<file path="src/rtl/ts_pkg.sv">
package ts_pkg;
    localparam int PAN_W = 16;

    typedef struct packed {
        logic             is_beacon;
        logic             fcs_ok;
        logic [PAN_W-1:0] src_pan;
    } frame_info_t;

    typedef enum logic [1:0] {
        BCN_HOLD   = 2'd0,
        BCN_MANUAL = 2'd1,
        BCN_FRAME  = 2'd2
    } bcn_src_e;

    function automatic logic pan_accept(input logic [PAN_W-1:0] src,
                                        input logic [PAN_W-1:0] loc);
        return (loc == {PAN_W{1'b1}}) || (src == loc);
    endfunction
endpackage

</file>
<file path="src/rtl/ts_sfd_stage.sv">
module ts_sfd_stage #(
    parameter int CNT_W = 32,
    parameter int LEN_W = 8
) (
    input  logic             clk,
    input  logic             rst,
    input  logic             en,
    input  logic             sfd_det,
    input  logic [CNT_W-1:0] count,
    input  logic             len_valid,
    input  logic [LEN_W-1:0] len_byte,
    output logic [CNT_W-1:0] sfd_ts
);
    logic [CNT_W-1:0] prov_q;
    logic             armed_q;
    logic             commit;

    assign commit = len_valid && armed_q && (len_byte != '0);

    always_ff @(posedge clk) begin
        if (rst) begin
            prov_q  <= '0;
            armed_q <= 1'b0;
            sfd_ts  <= '0;
        end else begin
            if (commit)
                sfd_ts <= prov_q;
            if (sfd_det && en) begin
                prov_q  <= count;
                armed_q <= 1'b1;
            end else if (len_valid) begin
                armed_q <= 1'b0;
            end
        end
    end


    sfd_change_chk: assert property (@(posedge clk) disable iff (rst)
        !$stable(sfd_ts) |-> $past(len_valid && (len_byte != '0)));


    arm_gate_chk: assert property (@(posedge clk) disable iff (rst)
        (sfd_det && !en && !armed_q) |=> !armed_q);
endmodule

</file>
<file path="src/rtl/ts_beacon_stage.sv">
module ts_beacon_stage
    import ts_pkg::*;
#(
    parameter int CNT_W = 32
) (
    input  logic             clk,
    input  logic             rst,
    input  logic             en,
    input  logic             frame_end,
    input  frame_info_t      info,
    input  logic [PAN_W-1:0] local_pan,
    input  logic             manual_wr,
    input  logic [CNT_W-1:0] count,
    input  logic [CNT_W-1:0] sfd_ts,
    output logic [CNT_W-1:0] bcn_ts,
    output logic             manual_pend
);
    bcn_src_e sel;
    logic     qualify;

    assign qualify = frame_end && en && info.is_beacon && info.fcs_ok
                     && pan_accept(info.src_pan, local_pan);

    always_comb begin
        if (manual_pend)  sel = BCN_MANUAL;
        else if (qualify) sel = BCN_FRAME;
        else              sel = BCN_HOLD;
    end

    always_ff @(posedge clk) begin
        if (rst) begin
            bcn_ts      <= '0;
            manual_pend <= 1'b0;
        end else begin
            manual_pend <= manual_wr;
            case (sel)
                BCN_MANUAL: bcn_ts <= count;
                BCN_FRAME:  bcn_ts <= sfd_ts;
                default:    bcn_ts <= bcn_ts;
            endcase
        end
    end


    manual_value_chk: assert property (@(posedge clk) disable iff (rst)
        manual_pend |=> (bcn_ts == $past(count)));


    manual_clear_chk: assert property (@(posedge clk) disable iff (rst)
        (manual_pend && !manual_wr) |=> !manual_pend);


    bcn_cause_chk: assert property (@(posedge clk) disable iff (rst)
        !$stable(bcn_ts) |-> $past(manual_pend || frame_end));
endmodule

</file>
<file path="src/rtl/ts_read_port.sv">
module ts_read_port #(
    parameter int CNT_W  = 32,
    parameter int BYTE_W = 8
) (
    input  logic                                  clk,
    input  logic                                  rst,
    input  logic                                  rd_en,
    input  logic [$clog2(CNT_W/BYTE_W)-1:0]       rd_sel,
    input  logic [CNT_W-1:0]                      sfd_ts,
    output logic [BYTE_W-1:0]                     rd_data
);
    localparam int NBYTES = CNT_W / BYTE_W;

    logic [CNT_W-1:0]  snap_q;
    logic [BYTE_W-1:0] lanes [NBYTES];

    always_ff @(posedge clk) begin
        if (rst)
            snap_q <= '0;
        else if (rd_en && (rd_sel == '0))
            snap_q <= sfd_ts;
    end

    for (genvar g = 0; g < NBYTES; g++) begin : g_lane
        if (g == 0) begin : g_live
            assign lanes[g] = sfd_ts[BYTE_W-1:0];
        end else begin : g_snap
            assign lanes[g] = snap_q[g*BYTE_W +: BYTE_W];
        end
    end

    assign rd_data = lanes[rd_sel];


    snap_take_chk: assert property (@(posedge clk) disable iff (rst)
        (rd_en && (rd_sel == '0)) |=> (snap_q == $past(sfd_ts)));


    snap_hold_chk: assert property (@(posedge clk) disable iff (rst)
        !(rd_en && (rd_sel == '0)) |=> $stable(snap_q));
endmodule

</file>
<file path="src/rtl/ts_capture_top.sv">
module ts_capture_top
    import ts_pkg::*;
(
    input  logic        clk,
    input  logic        rst,
    input  logic [31:0] count_i,
    input  logic        stamp_en_i,
    input  logic        sfd_det_i,
    input  logic        len_valid_i,
    input  logic [7:0]  len_byte_i,
    input  logic        frame_end_i,
    input  logic        is_beacon_i,
    input  logic        fcs_ok_i,
    input  logic [15:0] src_pan_i,
    input  logic [15:0] local_pan_i,
    input  logic        manual_wr_i,
    output logic        manual_pend_o,
    output logic [31:0] sfd_ts_o,
    output logic [31:0] bcn_ts_o,
    input  logic        rd_en_i,
    input  logic [1:0]  rd_sel_i,
    output logic [7:0]  rd_data_o
);
    localparam int CNT_W  = 32;
    localparam int LEN_W  = 8;
    localparam int BYTE_W = 8;

    frame_info_t info;
    assign info = '{is_beacon: is_beacon_i, fcs_ok: fcs_ok_i, src_pan: src_pan_i};

    ts_sfd_stage #(.CNT_W(CNT_W), .LEN_W(LEN_W)) u_sfd (
        .clk       (clk),
        .rst       (rst),
        .en        (stamp_en_i),
        .sfd_det   (sfd_det_i),
        .count     (count_i),
        .len_valid (len_valid_i),
        .len_byte  (len_byte_i),
        .sfd_ts    (sfd_ts_o)
    );

    ts_beacon_stage #(.CNT_W(CNT_W)) u_bcn (
        .clk         (clk),
        .rst         (rst),
        .en          (stamp_en_i),
        .frame_end   (frame_end_i),
        .info        (info),
        .local_pan   (local_pan_i),
        .manual_wr   (manual_wr_i),
        .count       (count_i),
        .sfd_ts      (sfd_ts_o),
        .bcn_ts      (bcn_ts_o),
        .manual_pend (manual_pend_o)
    );

    ts_read_port #(.CNT_W(CNT_W), .BYTE_W(BYTE_W)) u_rd (
        .clk     (clk),
        .rst     (rst),
        .rd_en   (rd_en_i),
        .rd_sel  (rd_sel_i),
        .sfd_ts  (sfd_ts_o),
        .rd_data (rd_data_o)
    );


    pan_reject_chk: assert property (@(posedge clk) disable iff (rst)
        (!manual_pend_o && frame_end_i && (src_pan_i != local_pan_i)
         && (local_pan_i != 16'hFFFF)) |=> $stable(bcn_ts_o));


    reset_state_chk: assert property (@(posedge clk)
        $past(rst) |-> (sfd_ts_o == '0 && bcn_ts_o == '0 && !manual_pend_o));
endmodule

</file>
<file path="config.mk">
export PLATFORM = sky130hd
export DESIGN_NAME = ts_capture_top
export DESIGN_NICKNAME = d
export VERILOG_FILES = /design/src/rtl/ts_pkg.sv /design/src/rtl/ts_sfd_stage.sv /design/src/rtl/ts_beacon_stage.sv /design/src/rtl/ts_read_port.sv /design/src/rtl/ts_capture_top.sv
export SDC_FILE = /design/constraint.sdc
export NUM_CORES = 1
export LEC_CHECK = 0
export BUFFER_PORTS_ARGS = -buffer_cell sky130_fd_sc_hd__buf_2
export CAP_MARGIN = 20
export CORE_ASPECT_RATIO = 1.1
export CORE_MARGIN = 2
export CORE_UTILIZATION = 53
export CTS_BUF_LIST = sky130_fd_sc_hd__clkbuf_8
export CTS_CLUSTER_DIAMETER = 80
export DETAILED_ROUTE_END_ITERATION = 12
export HOLD_SLACK_MARGIN = 0.06
export PLACE_DENSITY = 0.84
export SLEW_MARGIN = 20
export SYNTH_ARGS = -nofsm -noshare
export SYNTH_HDL_FRONTEND = slang
export SYNTH_SLANG_ARGS = --single-unit
export TNS_END_PERCENT = 1
</file>
<file path="constraint.sdc">
create_clock -name clk -period 2 [get_ports clk]
set_input_delay 0.2 -clock clk [delete_from_list [all_inputs] [get_ports clk]]
set_output_delay 0.2 -clock clk [all_outputs]
set_load 0.05 [all_outputs]
</file>
==> metrics.md, run 1 <==
| Metric | Value |
|---|---|
| Synth Warn # | `0` |
| Outcome | `finished, final reports clean` |
| DR pass1 iterations | `5` |
| Crit share post-route | `roughly 89%` |
| Final setup viols | `0` |
| N_diodes | `0` |
| Total Wirelength | `between 10 and 15 mm` |
| Post-Syn Area | `~0.0050 mm²` |
| Final worst path period need | `approximately 1.8 ns` |
| Htree depth | `4` |
| Final slew viol count | `0` |
| Largest net degree at the start of global routing | `78` |
| Worst Path Class, Setup | `reg2out` |
| Crit Reg-Reg Endpoint | `u_bcn.bcn_ts[20]$_SDFFE_PP0P_` |
| Hold WC Path Type | `in2reg` |
| Worst Setup End Kind | `primary output` |
| Critical Path RT | `1.80 ns` |
| CTS tree | `built` |
| Cell chain of the critical path | `buf_4, buf_2` |
| Initial antenna violation count | `0` |
| GRT Total Usage | `between 20% and 30%` |
| Share of cells above drive strength 1 | `between 20% and 30%` |
| FMAX | `roughly 560 MHz` |
| Crit-path max FO | `17` |
| FILL cells | `around 690` |
| FF+latch count, synth | `about 120` |
| R2R Setup Slk | `0.23 ns` |
| Chip Height | `105.6 µm` |
| TNS Setup | `0 ns` |
| Crit-path max cell delay | `~0.53 ns` |
| FFs w/ async S/R, synth | `0%` |
| IO buf count | `156` |
| CP Data Arrival Time | `1.59 ns` |
| Worst Setup Start Kind | `flop` |
| Max-cap viol count | `0` |
| Leak pwr | `roughly 2.8 nW` |
| Initial core utilization | `53.73%` |
| Die area | `between 0.01 and 0.015 mm²` |
| Synth-to-Final Area Change | `33.40%` |
| Synth Area per Inst | `9.128 µm²` |
| Worst Setup EP | `manual_pend_o` |
| PwrDens | `885.2 mW/mm²` |
| Slowest cell on crit path | `dfxtp_1` |
| Synth Net Count | `between 600 and 700` |
| Vias | `approximately 4900` |
| Die Width | `96.38 µm` |
| WL/cell | `approximately 17 µm` |
| Design Area, Final | `~0.0066 mm²` |
| Later-pin clock latency in the skew report | `~0.42 ns` |
| CTS Buffer Depth | `2` |
| Antenna viol nets, final | `0` |
| Fin. Hold Viols | `0` |
| Post-synth EDFFs | `0` |
| Global-route congestion overflow total | `0` |
| Unrepaired setup endpoints after global routing | `false` |
| Worst-path clk slew | `about 0.07 ns` |
| Row count | `37` |
| Final HPWL from detailed placement | `roughly 9.4 mm` |
| Vias per cell | `around 5.7` |
| DRT iter0 DRCs | `~350` |
| Worst slew pin tran | `0.9765 ns` |
| Ys flop type | `dfxtp_1` |
| CORE AREA | `just over 0.009 mm²` |
| Critical path startpoint | `u_bcn.manual_pend$_SDFF_PP0_` |
| Slew headroom | `between 30% and 40%` |
| First-pass GRT wire length | `22.65 mm` |
| Yosys cell types | `21` |
| # resized after CTS | `0` |
| Sequential area share after synthesis | `between 40 and 50%` |
| Fin Clk Skew | `0.009875 ns` |
| Reg2reg path depth | `3` |
| RR Startpoint | `u_bcn.manual_pend$_SDFF_PP0_` |
| Net count reported at finish | `808` |
| CTS buffer count | `17` |
| Vias in the first global route | `roughly 4800` |
| DRC | `0` |
| Final GP Congestion | `0.8027` |
| Ports | `157` |
| Sink Count | `~120` |
| VDD IR-drop max | `573.4 µV` |
| Post-Synthesis Cells | `roughly 550` |
| Cell Area, Placed | `between 0.005 and 0.006 mm²` |
| CTS root buf | `clkbuf_8` |
-- synth_stat cells (2+ instances only) --
| cell type | number | area, µm² |
|---|---|---|
| nor4_1 | 3 | 18.77 |
| nor2_1 | 67 | 251.5 |
| buf_6 | 6 | 67.56 |
| nand4_1 | 8 | 50.05 |
| nor4_2 | 2 | 25.02 |
| a221o_1 | 30 | 300.3 |
| nand2_1 | 115 | 431.7 |
| a21oi_1 | 58 | 290.3 |
| a221o_2 | 2 | 22.52 |
| and2_1 | 2 | 12.51 |
| a22oi_1 | 32 | 240.2 |
| mux2i_1 | 32 | 320.3 |
| clkbuf_1 | 32 | 120.1 |
| dfxtp_1 | 122 | 2442 |
| mux4_2 | 8 | 180.2 |
| buf_2 | 6 | 30.03 |
| xnor2_1 | 16 | 140.1 |
-- sequential cells by signal, indices dropped and copies added, names as in the netlist --
| register | count |
|---|---|
| u_sfd.sfd_ts | 32 |
| u_bcn.manual_pend | 1 |
| u_sfd.armed_q | 1 |
| u_rd.snap_q | 24 |
| u_sfd.prov_q | 32 |
| u_bcn.bcn_ts | 32 |
-- cell usage in the layout, fill, tap and decap left out, drive strengths merged, types with 21 or more instances in the layout --
cell type,instances
buf,170
nand2,115
dfxtp,122
dlygate4sd3,34
nor2,67
a21oi,58
a22oi,32
clkbuf,21
a221o,32
mux2i,32
-- critical path: cells and delay by family (launching register included) --
kind | cells | cell delay [ns]
buffers and inverters | 2 | 0.64
flip-flops | 1 | 0.53
-- final cells by class --
cell class                 count  area (µm²)  area share (%)
clock inverter                11       142.6           2.149
timing repair buffer         204        1279           19.27
sequential                   122        2442           36.80
clock buffer                  21       289.0           4.355
tap                          117       146.4           2.206
multi-input combinational    379        2337           35.22
-- metal layers --
layer	wire, µm	vias up	GRT usage (%)
met1	5640	2337	33.90
met4	291	0	12.58
li1	-	2280	-
met3	1086	30	6.648
met5	0	-	0
met2	7184	233	47.82
-- worst min path at each step --
stage	startpoint	end	slack (ns)	cells after the start
after CTS	rd_en_i	u_rd.snap_q[24]$_SDFFE_PP0P_	0.24	4
after floorplan	manual_wr_i	u_bcn.manual_pend$_SDFF_PP0_	0.33	1
final	rd_en_i	u_rd.snap_q[24]$_SDFFE_PP0P_	0.25	4
after global placement	manual_wr_i	u_bcn.manual_pend$_SDFF_PP0_	0.43	2
after detailed placement	u_rd.snap_q[15]$_SDFFE_PP0P_	u_rd.snap_q[15]$_SDFFE_PP0P_	0.45	2
after global routing	rd_en_i	u_rd.snap_q[29]$_SDFFE_PP0P_	0.31	4
-- power breakdown --
group          internal [W]  total, W  switching [W]  leakage (nW)
Sequential          0.00254   0.00262      0.0000859         0.994
Clock               0.00136   0.00234       0.000971         0.223
Combinational      0.000337  0.000914       0.000578          1.58
Total               0.00424   0.00587        0.00163          2.79
-- kinds of logic after synthesis --
family,Yosys count,share of synthesized area (%)
buffers and inverters,44,4.376
AO/OA/AOI/OAI,123,17.35
flip-flops,122,49.09
XOR/XNOR,16,2.817
multiplexers,40,10.06
AND/OR/NAND/NOR,200,16.30
-- through the flow --
stage	instances	hold slack, ns	worst slack [ns]	util [%]	total power (W)
final	854	0.2545	0.2122	71.68	0.005874
after global routing	854	0.3059	0.09070	71.68	0.006080
after CTS	854	0.2382	0.2448	71.68	0.005882
after detailed placement	788	0.4476	0.07029	63.34	0.003528
after global placement	788	0.4252	0.1230	63.34	0.003500
after floorplan	545	0.3282	0.2104	-	0.003256
-- what timing repair did --
action / in CTS / in global routing
buffers inserted: 0 / 0
endpoints found under the setup margin: 0 / 0
hold buffers: 34 / 0
hold endpoints to repair: 34 / 0
(Power assumes the default switching activity.)
==> run 2, diff against run 1 <==
- CELL_PAD_IN_SITES_DETAIL_PLACEMENT: default -> 1
- CELL_PAD_IN_SITES_GLOBAL_PLACEMENT: default -> 1
- CORE_UTILIZATION: 53 -> 37
- CTS_BUF_LIST: sky130_fd_sc_hd__clkbuf_8 -> default
- PLACE_DENSITY: 0.84 -> 0.8
- RECOVER_POWER: default -> 100
==> metrics.md, run 2 (synthesized netlist as in run 1, its figures left out) <==
| Metric | Value |
|---|---|
| Commonest non-fill, non-tap cell in the layout | `dfxtp_1` |
| Area occupied by multi-input gates | `0.002342 mm² (+0.21%)` |
| Top Usage Layer GRT | `met2` |
| Final core occ | `50.96% (-21 points)` |
| Worst-path clk slew | `0.05 ns (-0.02 ns)` |
| Worst Hold Path Cells | `3 (-1)` |
| Crit share post-route | `93.91% (+4.5 points)` |
| CTS buffer count | `17 (unchanged)` |
| Worst slew pin tran | `1.226 ns (+0.2497 ns)` |
| Critical Path RT | `1.80 ns (about the same)` |
| Final HPWL from detailed placement | `11.22 mm (+19%)` |
| Net Sw Power | `0.001736 W (+6.2%)` |
| CP Data Arrival Time | `1.68 ns (+0.09 ns)` |
| Sw Share | `25.59% (-2.2 points)` |
| CTS tree | `built` |
| Cell chain of the critical path | `clkbuf_4, buf_2` |
| Row count | `44 (+19%)` |
| Fin cells | `887 (+3.9%)` |
| CP bufs+invs | `2 (unchanged)` |
| FILL cells | `1576 (+130%)` |
| Final slew viol count | `0 (unchanged)` |
| Antenna viol nets, final | `0 (unchanged)` |
| FMAX | `532.4 MHz (-4.8%)` |
| P_int | `0.005047 W (+19%)` |
| N_diodes | `0 (unchanged)` |
| Slowest cell on crit path | `dfxtp_1` |
| Combinational Power Share | `13.1% (-2.5 points)` |
| Slew headroom | `18.21% (-16 points)` |
| PwrDens | `1012 mW/mm² (+14%)` |
| Reg2reg path depth | `3 (unchanged)` |
| Unrepaired setup endpoints after global routing | `false` |
| IO buf count | `156 (unchanged)` |
| Sink Count | `122 (unchanged)` |
| Most frequent cells in the layout | `122 x dfxtp_1, 115 x nand2_1, 81 x buf_2` |
| Register area | `0.002442 mm² (unchanged)` |
| Ports | `157 (unchanged)` |
| Global-route congestion overflow total | `0 (unchanged)` |
| First-pass GRT wire length | `26.61 mm (+17%)` |
| Later-pin clock latency in the skew report | `0.41 ns (about the same)` |
| Instance count on the critical path | `2 (unchanged)` |
| Initial core utilization | `37.81% (-16 points)` |
| Initial antenna violation count | `0 (unchanged)` |
| Crit path max-delay family | `buffers and inverters` |
| Synth-to-Final Area Change | `34.78%` |
| Hold endpoint | `u_sfd.prov_q[2]$_SDFFE_PP0P_` |
| Largest registers | `u_bcn.bcn_ts x32, u_sfd.prov_q x32, u_sfd.sfd_ts x32` |
| Reg power frac | `38.8% (-5.9 points)` |
| Die Width | `114.6 µm (+19%)` |
| Final setup viols | `0 (unchanged)` |
| VDD IR-drop max | `576.0 µV (+0.45%)` |
| TNS Setup | `0 ns (unchanged)` |
| Hold WC Path Type | `in2reg` |
| Max-cap viol count | `0 (unchanged)` |
| Total Wirelength | `16.60 mm (+17%)` |
| Htree depth | `4 (unchanged)` |
| Setup repair bufs after CTS | `0 (unchanged)` |
| GRT met1 Usage | `29.45% (-4.5 points)` |
| Worst hold margin | `0.06889 ns (-0.1856 ns)` |
| R2R Setup Slk | `0.19 ns (-0.04 ns)` |
| DRC | `0 (unchanged)` |
| Worst Path Class, Setup | `reg2out` |
| Crit Reg-Reg Endpoint | `u_bcn.bcn_ts[22]$_SDFFE_PP0P_` |
| Worst Setup Start Kind | `flop` |
| Min-delay src | `count_i[2]` |
| Fin Clk Skew | `0.007283 ns (-0.002592 ns)` |
| CORE AREA | `0.01316 mm² (+42%)` |
| Die area | `0.01439 mm² (+41%)` |
| Net count reported at finish | `798 (-1.2%)` |
| Vias per cell | `5.472 (-4.2%)` |
| Met2 Track Usage GR | `40.34% (-7.5 points)` |
| Vias in the first global route | `5140 (+7.6%)` |
| CTS root buf | `clkbuf_16` |
| Crit-path max cell delay | `0.51 ns (-0.02 ns)` |
| Leak pwr | `2.560 nW (-8.4%)` |
| Grt met3 use | `4.235% (-2.4 points)` |
| Chip Height | `125.6 µm (+19%)` |
| Crit-path max FO | `23 (+6)` |
| Fin. Hold Viols | `0 (unchanged)` |
| GRT Total Usage | `23.51% (-4.9 points)` |
| Outcome | `finished, final reports clean` |
| DR pass1 iterations | `4 (-1)` |
| Share of cells above drive strength 1 | `20.39% (-8.8 points)` |
| Clock group share of total power | `48.1% (+8.3 points)` |
| DRT iter0 DRCs | `302 (-12%)` |
| Cell count after placement | `833 (+5.7%)` |
| RR Startpoint | `u_bcn.manual_pend$_SDFF_PP0_` |
| Final GP Congestion | `0.8469 (+5.5%)` |
| Pwr Total | `0.006783 W (+15%)` |
| WL/cell | `18.72 µm (+13%)` |
| Vias | `4854 (-0.53%)` |
| Worst Setup End Kind | `primary output` |
| Largest net degree at the start of global routing | `92 (+18%)` |
| Final worst path period need | `1.878 ns (+0.09038 ns)` |
| CTS Buffer Depth | `2 (unchanged)` |
==> run 2: metrics by stage <==
step / area, µm² / worst slack, ns
floorplan: 4975 / 0.2104
global placement: 5927 / 0.02639
detailed placement: 5927 / -0.06860
CTS: 6792 / 0.1773
global route: 6705 / 0.07071
finish: 6705 / 0.1218
==> run 2: power groups by stage <==
stage / Clock, W / Combinational, W / Sequential (W)
5_1_grt: 0.00341 / 0.000951 / 0.00264
3_3_place_gp: 0 / 0.000842 / 0.00267
6_report: 0.00326 / 0.000885 / 0.00263
2_1_floorplan: 0 / 0.000330 / 0.00293
4_1_cts: 0.00330 / 0.000913 / 0.00263
3_5_place_dp: 0 / 0.000870 / 0.00268
==> run 2: final cells by class <==
cell class,instances,share of cell area [%]
Sequential cell,122,36.42
Multi-Input combinational cell,379,34.93
Timing Repair Buffer,194,16.25
Clock buffer,24,7.333
Tap cell,161,3.004
Clock inverter,7,2.053
==> run 2: timing repair <==
action | CTS | global route
hold buffers | 23 | 0
endpoints found under the hold margin | 23 | 0
setup endpoints to repair | 9 | 0
gates resized for setup | 1 | 0
==> run 2: routing by layer <==
metal | part of all wire [%] | wire (µm)
met5 | 0 | 0
met2 | 52 | 8559
met4 | 1.5 | 246
met3 | 5.0 | 826
met1 | 42 | 6971
==> run 2: how the worst max path moves through the flow <==
stage                                       from                             to  slack [ns]
floorplan           u_bcn.manual_pend$_SDFF_PP0_  u_bcn.bcn_ts[10]$_SDFFE_PP0P_        0.21
global placement                  local_pan_i[9]  u_bcn.bcn_ts[14]$_SDFFE_PP0P_        0.03
detailed placement                      fcs_ok_i  u_bcn.bcn_ts[15]$_SDFFE_PP0P_       -0.07
CTS                 u_bcn.manual_pend$_SDFF_PP0_                  manual_pend_o        0.18
global route        u_bcn.manual_pend$_SDFF_PP0_                  manual_pend_o        0.07
finish              u_bcn.manual_pend$_SDFF_PP0_                  manual_pend_o        0.12
==> run 2: tightest hold or removal path, delay by kind of cell <==
family                 cells  cell delay, ns
and+or+nand+nor            1            0.05
AOI/OAI and AO/OA          1            0.06
buffers and inverters      1            0.11
==> run 3, diff against run 2 <==
- CORE_MARGIN: 2 -> 4
- SKIP_LAST_GASP: default -> 1
==> metrics.md, run 3 (synthesized netlist as in run 1, its figures left out) <==
| Metric | Value |
|---|---|
| Largest registers | `u_bcn.bcn_ts x32, u_sfd.prov_q x32, u_sfd.sfd_ts x32` |
| Worst hold margin | `0.06570 ns (-0.003199 ns)` |
| Worst setup margin | `0.1785 ns (+0.05666 ns)` |
| Crit-path max FO | `15 (-35%)` |
| PwrDens | `968.4 mW/mm² (-4.3%)` |
| Largest net degree at the start of global routing | `124 (+35%)` |
| P_int | `0.004690 W (-7.1%)` |
| DRT iter0 DRCs | `384 (+27%)` |
| Final worst path period need | `1.822 ns (-0.05666 ns)` |
| Most frequent cells in the layout | `122 x dfxtp_1, 115 x nand2_1, 82 x buf_2` |
| Initial antenna violation count | `0 (unchanged)` |
| Clock group share of total power | `45.5% (-2.6 points)` |
| CTS buffer count | `17 (unchanged)` |
| Net Sw Power | `0.001757 W (+1.2%)` |
| Slew headroom | `-7.934% (-26 points)` |
| Share of cells above drive strength 1 | `20.36% (-0.028 points)` |
| Sink Count | `122 (unchanged)` |
| Antenna viol nets, final | `0 (unchanged)` |
| CP Data Arrival Time | `2.11 ns (+0.43 ns)` |
| Total Wirelength | `16.43 mm (-1.0%)` |
| Combinational Power Share | `13.7% (+0.6 points)` |
| Worst Setup Start Kind | `flop` |
| IO buf count | `156 (unchanged)` |
| CTS Buffer Depth | `2 (unchanged)` |
| Max-cap viol count | `1 (+1)` |
| Worst Path Class, Setup | `reg2reg` |
| Commonest non-fill, non-tap cell in the layout | `dfxtp_1` |
| Sw Share | `27.26% (+1.7 points)` |
| GRT Total Usage | `21.40% (-2.1 points)` |
| Row count | `44 (unchanged)` |
| Failing checks | `max-capacitance violations, max-slew violations` |
| CORE AREA | `0.01321 mm² (+0.42%)` |
| Vias in the first global route | `5053 (-1.7%)` |
| Reg power frac | `40.8% (+2.0 points)` |
| Fin Clk Skew | `0.01115 ns (+0.003872 ns)` |
| Critical Path RT | `2.29 ns (+0.49 ns)` |
| Leak pwr | `2.522 nW (-1.5%)` |
| Outcome | `complete, but fails checks` |
| Vias per cell | `5.365 (-2.0%)` |
| FMAX | `549.0 MHz (+3.1%)` |
| Final HPWL from detailed placement | `11.49 mm (+2.4%)` |
| Ports | `157 (unchanged)` |
| CTS root buf | `clkbuf_16` |
| Initial core utilization | `37.65% (-0.16 points)` |
| Net count reported at finish | `799 (+0.13%)` |
| Final GP Congestion | `0.7925 (-6.4%)` |
| DRC | `0 (unchanged)` |
| Hold WC Path Type | `in2reg` |
| Final slew viol count | `33 (+33)` |
| VDD IR-drop max | `559.8 µV (-2.8%)` |
| Later-pin clock latency in the skew report | `0.41 ns (about the same)` |
| Htree depth | `4 (unchanged)` |
| Pwr Total | `0.006447 W (-4.9%)` |
| N_diodes | `0 (unchanged)` |
| Worst slew pin tran | `1.619 ns (+0.3928 ns)` |
| Worst slack, placed | `-0.05691 ns (+0.01169 ns)` |
| Synth-to-Final Area Change | `33.83%` |
| Global-route congestion overflow total | `0 (unchanged)` |
| Worst Setup End Kind | `flop` |
| Unrepaired setup endpoints after global routing | `false` |
| Chip Height | `129.6 µm (+3.2%)` |
| Crit share post-route | `91.08% (-2.8 points)` |
| Fin. Hold Viols | `0 (unchanged)` |
| Worst-path clk slew | `0.06 ns (about the same)` |
| CTS tree | `built` |
| Die area | `0.01537 mm² (+6.8%)` |
| Die Width | `118.6 µm (+3.5%)` |
| Vias | `4764 (-1.9%)` |
| Final setup viols | `0 (unchanged)` |
| WL/cell | `18.51 µm (-1.1%)` |
| First-pass GRT wire length | `26.23 mm (-1.4%)` |
| DR pass1 iterations | `4 (unchanged)` |
## run 3: final cells by class
| type | count | area, µm² |
|---|---|---|
| fillers | 1576 | 6555 |
| flip-flops and latches | 122 | 2442 |
| multi-input cells | 379 | 2342 |
| repair buffers | 195 | 1102 |
| clock buffers | 19 | 442.9 |
| well taps | 161 | 201.4 |
| clock inverters | 12 | 126.4 |
## run 3: metal layers
layer	global-route usage [%]	routed length, µm	vias to the layer above	share of wire (%)
li1	-	-	2265	-
met1	25.12	6573	2342	40
met2	38.19	8717	143	53
met3	5.151	908	14	5.5
met4	7.907	234	0	1.4
met5	0	0	-	0
## run 3: path summary, 6_finish.rpt
kind                                                    start                            end  slack, ns  cells past startpoint
worst max-delay path             u_bcn.manual_pend$_SDFF_PP0_   u_bcn.bcn_ts[0]$_SDFFE_PP0P_       0.18                      5
worst min-delay path                              count_i[27]  u_sfd.prov_q[27]$_SDFFE_PP0P_       0.07                      3
worst max register to register   u_bcn.manual_pend$_SDFF_PP0_   u_bcn.bcn_ts[0]$_SDFFE_PP0P_       0.18                      5
worst min register to register  u_sfd.prov_q[22]$_SDFFE_PP0P_  u_sfd.prov_q[22]$_SDFFE_PP0P_       0.45                      2
## run 3: through the flow
stage	setup TNS (ns)	util [%]	instances	instance area (µm²)
6_report	0	50.39	888	6658
5_1_grt	0	50.39	888	6658
4_1_cts	0	51.02	888	6741
3_5_place_dp	-0.8302	44.74	831	5912
3_3_place_gp	0	44.74	831	5912
2_1_floorplan	0	-	545	4975
## run 3: power by group through the flow
stage	Clock, W	Combinational [W]	Sequential (W)
6_report	0.00293	0.000886	0.00263
5_1_grt	0.00310	0.000955	0.00264
4_1_cts	0.00298	0.000913	0.00263
3_5_place_dp	0	0.000870	0.00268
3_3_place_gp	0	0.000839	0.00267
2_1_floorplan	0	0.000330	0.00293
## run 3: repair_timing
action                                 in CTS  in global routing
setup endpoints to repair                   0                 13
setup buffers                               0                  0
hold buffers                               26                  0
endpoints found under the hold margin      26                  0
gates resized for setup                     0                  1
## run 3: critical path: stages, from the launching register on
cell	delay, ns
dfxtp_1	0.46
clkbuf_2	0.36
nor2_1	0.09
o211a_1	0.19
buf_2	0.24
a221o_2	0.37
